`src/rtl/tivu_pkg.sv`:
```
// Package: shared register selects and widths for the timer interrupt vector unit.
// Assumes at most 15 sources so a source number fits in one nibble.
package tivu_pkg;
    localparam int SRC_W = 4;
    localparam int VEC_W = 8;

    typedef enum logic [1:0] {
        SEL_CFG  = 2'd0,
        SEL_STAT = 2'd1,
        SEL_ENA  = 2'd2,
        SEL_NONE = 2'd3
    } reg_sel_e;
endpackage

```
`src/rtl/tivu_reg_file.sv`:
```
// Module: configuration and enable registers written over the simple bus.
// Holds the vector base nibble, the priority-adjust nibble and the per-source
// enable mask. Assumes NUM_SRC >= 8 so every write-data bit below NUM_SRC is used.
module tivu_reg_file
    import tivu_pkg::*;
#(
    parameter int NUM_SRC = 11,
    parameter int DATA_W  = 16
) (
    input  logic               clk,
    input  logic               rst_n,
    input  logic [1:0]         bus_addr,
    input  logic               bus_wr,
    input  logic [DATA_W-1:0]  bus_wdata,
    output logic [SRC_W-1:0]   base_q,
    output logic [SRC_W-1:0]   padj_q,
    output logic [NUM_SRC-1:0] ena_q
);
    logic unused_wdata_hi;
    assign unused_wdata_hi = ^bus_wdata[DATA_W-1:NUM_SRC];

    // Purpose: capture configuration writes (base in 7:4, promote in 3:0).
    always_ff @(posedge clk) begin
        if (!rst_n) begin
            base_q <= '0;
            padj_q <= '0;
        end else if (bus_wr && reg_sel_e'(bus_addr) == SEL_CFG) begin
            base_q <= bus_wdata[2*SRC_W-1:SRC_W];
            padj_q <= bus_wdata[SRC_W-1:0];
        end
    end

    // Purpose: capture enable-mask writes.
    always_ff @(posedge clk) begin
        if (!rst_n) begin
            ena_q <= '0;
        end else if (bus_wr && reg_sel_e'(bus_addr) == SEL_ENA) begin
            ena_q <= bus_wdata[NUM_SRC-1:0];
        end
    end

    // the base nibble follows the last configuration write
    assert_base_follows_write_R4: assert property (@(posedge clk) disable iff (!rst_n)
        (bus_wr && bus_addr == 2'd0) |=> base_q == $past(bus_wdata[7:4]));
endmodule

```
`src/rtl/tivu_flag_bank.sv`:
```
// Module: per-source event flags with a race-safe read-then-write-zero clear.
// Each source has a flag and an armed bit. A status read arms the set flags.
// A zero write clears only armed flags. An event sets the flag and disarms it,
// and it overrides a clearing write in the same cycle.
module tivu_flag_bank #(
    parameter int NUM_SRC = 11
) (
    input  logic               clk,
    input  logic               rst_n,
    input  logic [NUM_SRC-1:0] evt_i,
    input  logic               stat_rd,
    input  logic               stat_wr,
    input  logic [NUM_SRC-1:0] wr_bits,
    output logic [NUM_SRC-1:0] flags_q
);
    logic [NUM_SRC-1:0] armed_q;

    for (genvar i = 0; i < NUM_SRC; i++) begin : g_cell
        // Purpose: update flag i and its armed bit (event > clear > arm).
        always_ff @(posedge clk) begin
            if (!rst_n) begin
                flags_q[i] <= 1'b0;
                armed_q[i] <= 1'b0;
            end else if (evt_i[i]) begin
                flags_q[i] <= 1'b1;
                armed_q[i] <= 1'b0;
            end else if (stat_wr && !wr_bits[i] && armed_q[i]) begin
                flags_q[i] <= 1'b0;
                armed_q[i] <= 1'b0;
            end else if (stat_rd && flags_q[i]) begin
                armed_q[i] <= 1'b1;
            end
        end

        // an event always leaves the flag set
        assert_event_sets_flag_R2: assert property (@(posedge clk) disable iff (!rst_n)
            evt_i[i] |=> flags_q[i]);
        // a one written to the bit never changes the flag
        assert_write_one_keeps_R8: assert property (@(posedge clk) disable iff (!rst_n)
            (stat_wr && wr_bits[i] && !evt_i[i]) |=> $stable(flags_q[i]));
        // a flag only falls after a zero write to its bit
        assert_clear_needs_zero_R7: assert property (@(posedge clk) disable iff (!rst_n)
            $fell(flags_q[i]) |-> $past(stat_wr && !wr_bits[i]));
        // an unarmed set flag survives a zero write
        assert_unarmed_survives_R9: assert property (@(posedge clk) disable iff (!rst_n)
            (flags_q[i] && !armed_q[i] && stat_wr) |=> flags_q[i]);
    end
endmodule

```
`src/rtl/tivu_prio_resolve.sv`:
```
// Module: picks the winning source number from the pending mask.
// Lowest number wins unless the promote code names a pending source.
// Output 0 means nothing pending. The clock and reset serve the checks only.
module tivu_prio_resolve
    import tivu_pkg::*;
#(
    parameter int NUM_SRC = 11
) (
    input  logic               clk,
    input  logic               rst_n,
    input  logic [NUM_SRC-1:0] pending,
    input  logic [SRC_W-1:0]   padj,
    output logic [SRC_W-1:0]   winner
);
    logic [SRC_W-1:0]   natural_win;
    logic               promo_hit;
    logic [NUM_SRC-1:0] grant;

    // Purpose: fixed order, scanning down so the lowest index is kept last.
    always_comb begin
        natural_win = '0;
        for (int i = NUM_SRC - 1; i >= 0; i--) begin
            if (pending[i]) natural_win = SRC_W'(i + 1);
        end
    end

    // Purpose: detect that the promote code names a pending source.
    always_comb begin
        promo_hit = 1'b0;
        for (int i = 0; i < NUM_SRC; i++) begin
            if (pending[i] && padj == SRC_W'(i + 1)) promo_hit = 1'b1;
        end
    end

    assign winner = promo_hit ? padj : natural_win;

    // Purpose: one-hot view of the winner for checking.
    always_comb begin
        for (int i = 0; i < NUM_SRC; i++) grant[i] = (winner == SRC_W'(i + 1));
    end

    // at most one source wins and it is pending
    assert_grant_pending_R5: assert property (@(posedge clk) disable iff (!rst_n)
        $onehot0(grant) && ((grant & ~pending) == '0));
    // some source wins whenever any is pending
    assert_grant_when_pending_R5: assert property (@(posedge clk) disable iff (!rst_n)
        (pending != '0) |-> (grant != '0));
endmodule

```
`src/rtl/tmr_irq_vector.sv`:
```
// Module: top of the timer interrupt vector unit.
// Joins the register file, flag bank and resolver. Registers the request and
// the vector one edge after the pending set changes. Read data is combinational
// from the selected register. Assumes 8 <= NUM_SRC <= 15 and DATA_W >= NUM_SRC.
module tmr_irq_vector
    import tivu_pkg::*;
#(
    parameter int NUM_SRC = 11,
    parameter int DATA_W  = 16
) (
    input  logic               clk,
    input  logic               rst_n,
    input  logic [NUM_SRC-1:0] evt_i,
    input  logic [1:0]         bus_addr,
    input  logic               bus_rd,
    input  logic               bus_wr,
    input  logic [DATA_W-1:0]  bus_wdata,
    output logic [DATA_W-1:0]  bus_rdata,
    output logic               irq_o,
    output logic [VEC_W-1:0]   vec_o
);
    logic [SRC_W-1:0]   base_q;
    logic [SRC_W-1:0]   padj_q;
    logic [NUM_SRC-1:0] ena_q;
    logic [NUM_SRC-1:0] flags_q;
    logic [NUM_SRC-1:0] pending;
    logic [SRC_W-1:0]   winner;
    logic               stat_rd;
    logic               stat_wr;

    assign stat_rd = bus_rd && reg_sel_e'(bus_addr) == SEL_STAT;
    assign stat_wr = bus_wr && reg_sel_e'(bus_addr) == SEL_STAT;
    assign pending = flags_q & ena_q;

    tivu_reg_file #(.NUM_SRC(NUM_SRC), .DATA_W(DATA_W)) u_regs (
        .clk       (clk),
        .rst_n     (rst_n),
        .bus_addr  (bus_addr),
        .bus_wr    (bus_wr),
        .bus_wdata (bus_wdata),
        .base_q    (base_q),
        .padj_q    (padj_q),
        .ena_q     (ena_q)
    );

    tivu_flag_bank #(.NUM_SRC(NUM_SRC)) u_flags (
        .clk     (clk),
        .rst_n   (rst_n),
        .evt_i   (evt_i),
        .stat_rd (stat_rd),
        .stat_wr (stat_wr),
        .wr_bits (bus_wdata[NUM_SRC-1:0]),
        .flags_q (flags_q)
    );

    tivu_prio_resolve #(.NUM_SRC(NUM_SRC)) u_prio (
        .clk     (clk),
        .rst_n   (rst_n),
        .pending (pending),
        .padj    (padj_q),
        .winner  (winner)
    );

    // Purpose: register the request and the formed vector.
    always_ff @(posedge clk) begin
        if (!rst_n) begin
            irq_o <= 1'b0;
            vec_o <= '0;
        end else begin
            irq_o <= |pending;
            vec_o <= {base_q, winner};
        end
    end

    // Purpose: select read data for the addressed register.
    always_comb begin
        unique case (reg_sel_e'(bus_addr))
            SEL_CFG:  bus_rdata = DATA_W'({base_q, padj_q});
            SEL_STAT: bus_rdata = DATA_W'(flags_q);
            SEL_ENA:  bus_rdata = DATA_W'(ena_q);
            default:  bus_rdata = '0;
        endcase
    end

    // a request always carries a nonzero source number
    assert_irq_has_source_R3: assert property (@(posedge clk) disable iff (!rst_n)
        irq_o |-> vec_o[3:0] != 4'd0);
    // with no request the source nibble is zero
    assert_idle_nibble_R4: assert property (@(posedge clk) disable iff (!rst_n)
        !irq_o |-> vec_o[3:0] == 4'd0);
    // the vector base nibble lags the register by one edge
    assert_vec_base_lag_R12: assert property (@(posedge clk) disable iff (!rst_n)
        1'b1 |=> vec_o[7:4] == $past(base_q));
endmodule

```
`config.mk`:
```
export PLATFORM = sky130hd
export DESIGN_NAME = tmr_irq_vector
export DESIGN_NICKNAME = d
export VERILOG_FILES = /design/src/rtl/tivu_pkg.sv /design/src/rtl/tivu_reg_file.sv /design/src/rtl/tivu_flag_bank.sv /design/src/rtl/tivu_prio_resolve.sv /design/src/rtl/tmr_irq_vector.sv
export SDC_FILE = /design/constraint.sdc
export NUM_CORES = 1
export LEC_CHECK = 0
export ABC_AREA = 1
export BUFFER_PORTS_ARGS = -buffer_cell sky130_fd_sc_hd__buf_2
export CAP_MARGIN = 10
export CORE_ASPECT_RATIO = 0.7
export CORE_MARGIN = 2
export CORE_UTILIZATION = 59
export DETAILED_ROUTE_END_ITERATION = 8
export GPL_TIMING_DRIVEN = 0
export HOLD_SLACK_MARGIN = 0.08
export PLACE_DENSITY_LB_ADDON = 0.25
export SYNTH_ARGS = -nofsm -noshare
export SYNTH_HDL_FRONTEND = slang
export SYNTH_HIERARCHICAL = 1
export SYNTH_SLANG_ARGS = --single-unit
```
`constraint.sdc`:
```
create_clock -name clk -period 1.8 [get_ports clk]
set_input_delay 0.36 -clock clk [delete_from_list [all_inputs] [get_ports clk]]
set_output_delay 0.36 -clock clk [all_outputs]
set_load 0.05 [all_outputs]
```
==> results.txt <==
Die W = 86.8 um
worst r2r path cells = 11
DRT antenna net count = 0
synthesized area per cell = 6.57 sq um
Clk Latency, worst-skew pair = 0.31 ns
initial antenna violation count = 0
Avg WL per Cell = 12.7 um
full die area = 5380 sq um
height of the chip = 62.0 um
startpoint types = input pin
PD cells = 772 nW/um^2
HP Class = in2reg
total power = 2.52 mW
drt pass-1 iters = 5
Max Cap Viol = 0
starting density of the core = 60.2%
DRT iter0 DRCs = 215
status = finished, final reports clean
Netlist Area Pre-Place = 2830 sq um
CTS HTree Levels = 2
part of the cycle the worst path needs = 95.2%
Endpoint, Worst Hold = u_regs/ena_q[9]
drc violations = 0
Hold Crit Start = bus_wdata[9]
static leakage = 1.88 nW
Routed WL = 6.97 mm
num rows = 21
root buffer cell = clkbuf_8
RD Place Congestion = 0.963
Remaining Overflow, GRT = 0
Max Freq = 584 MHz
commonest non-fill, non-tap cell in the layout = nand2_1
Final setup viols = 0
Tmin final = 1.71 ns
largest net degree at the start of global routing = 17
max-slew violations = 0
reg2reg setup slack = 0.32 ns
layout cells sized above 1 = 25.5%
Post-CTS Setup Inserts = 0
Post-DP HPWL = 5.27 mm
crit path capture type = output port
via count = 2794
gr usage total = 26.6%
unrepaired setup endpoints after global routing = no
global-route wire length before repair = 11.0 mm
CTS buffer count = 5
type of the worst setup path = in2out
number of synthesized register bits = 50
Nets = 522
sequential area share after synthesis = 35.3%
most frequent cells in the layout = 115 x nand2_1, 76 x inv_1, 54 x nor2_1
post-route setup TNS = 0 ns
TritonCTS clock tree = done
Reg-to-Reg Start = u_regs/padj_q[1]
CP required = 1.44 ns
Clock Tree Buf Depth = 2
Max IR drop VDD = 0.000403 V
Synth cell types = 22
PostCTS Resize Cnt = 0
IO Port Bufs = 47
Post-CTS Hold Buffers = 0
Critical Path AT = 1.35 ns
IO Pins = 58
Clock Sink Count = 50
Clock Skew = 0.00579 ns
cell count after synthesis = 431
hold path depth = 3
clock slew at reported path FFs = 0.09 ns
Area growth, synth to finish = 15.3%
vias in the first global route = 2472
final number of hold-violating endpoints = 0
FF-to-FF End = vec_o[2]
core box area = 4700 sq um
Crit Path Max Fanout = 10
Inserted Diodes = 0
Yosys Warn Count = 6
drt via density = 5.11
## synthesized netlist by cell type (all sizes together)
cell type | n | share of area [%]
a21oi | 30 | 6.8
buf | 19 | 5.4
clkbuf | 1 | 0.13
conb | 1 | 0.13
dfxtp | 50 | 35
inv | 80 | 11
nand2 | 127 | 18
nand3 | 59 | 14
nand3b | 1 | 0.27
nor2 | 59 | 8.6
nor3 | 2 | 0.35
o21ai | 1 | 0.18
or2 | 1 | 0.22
## critical path, stage by stage
cell     delay (ns)
buf_2          0.15
inv_2          0.10
buf_2          0.23
nand3_1        0.15
nand3_2        0.10
buf_2          0.25
## cells by family after synthesis
logic type | after synthesis | share of synthesized area, %
AO/OA/AOI/OAI | 31 | 6.93
other | 1 | 0.132
flip-flops | 50 | 35.3
AND/OR/NAND/NOR | 249 | 41.5
buffers and inverters | 100 | 16.1
## per-layer routing
metal	wire (um)	share of wire (%)	global-route usage (%)
met3	604	8.7	4.36
met1	3110	45	35.0
met5	0	0	0
met2	3140	45	45.4
met4	119	1.7	8.71
## worst max path at each step
stage	from	endpoint	slack (ns)	cells after the start
after floorplan	bus_addr[0]	bus_rdata[0]	0.40	3
after CTS	bus_addr[1]	bus_rdata[4]	0.10	6
after global placement	bus_addr[0]	bus_rdata[6]	0.14	5
after global routing	bus_addr[1]	bus_rdata[4]	0.04	6
after detailed placement	bus_addr[1]	bus_rdata[6]	0.12	6
final	bus_addr[1]	bus_rdata[4]	0.09	6
## stage by stage
stage / worst slack, ns / instance area (sq um) / instances / hold WS [ns] / utilization (%)
after global placement: 0.138 / 3150 / 539 / 0.439 / 67.1
final: 0.0862 / 3270 / 547 / 0.292 / 69.5
after CTS: 0.103 / 3270 / 547 / 0.299 / 69.5
after global routing: 0.0350 / 3270 / 547 / 0.303 / 69.5
after floorplan: 0.400 / 2850 / 435 / 0.420 / -
after detailed placement: 0.118 / 3150 / 539 / 0.439 / 67.1
## report_power, final
group | internal (mW) | switching [mW]
registers | 1.16 | 0.0493
clock network | 0.417 | 0.409
logic | 0.154 | 0.334
total | 1.73 | 0.792
## flip-flops by register name (all words and copies together), names as in the netlist
name and cells:
irq_o 1, u_flags/armed_q 11, u_flags/flags_q 11, u_regs/base_q 4
u_regs/ena_q 11, u_regs/padj_q 4, vec_o 8
## cell type report
cell class,count,area (sq um)
Fill cell,431,1440
Multi-Input combinational cell,285,1390
Sequential cell,50,1000
Inverter,80,300
Timing Repair Buffer,47,235
Buffer,20,156
Tap cell,57,71.3
Clock buffer,5,68.8
Clock inverter,3,43.8
(Power assumes the default switching activity.)
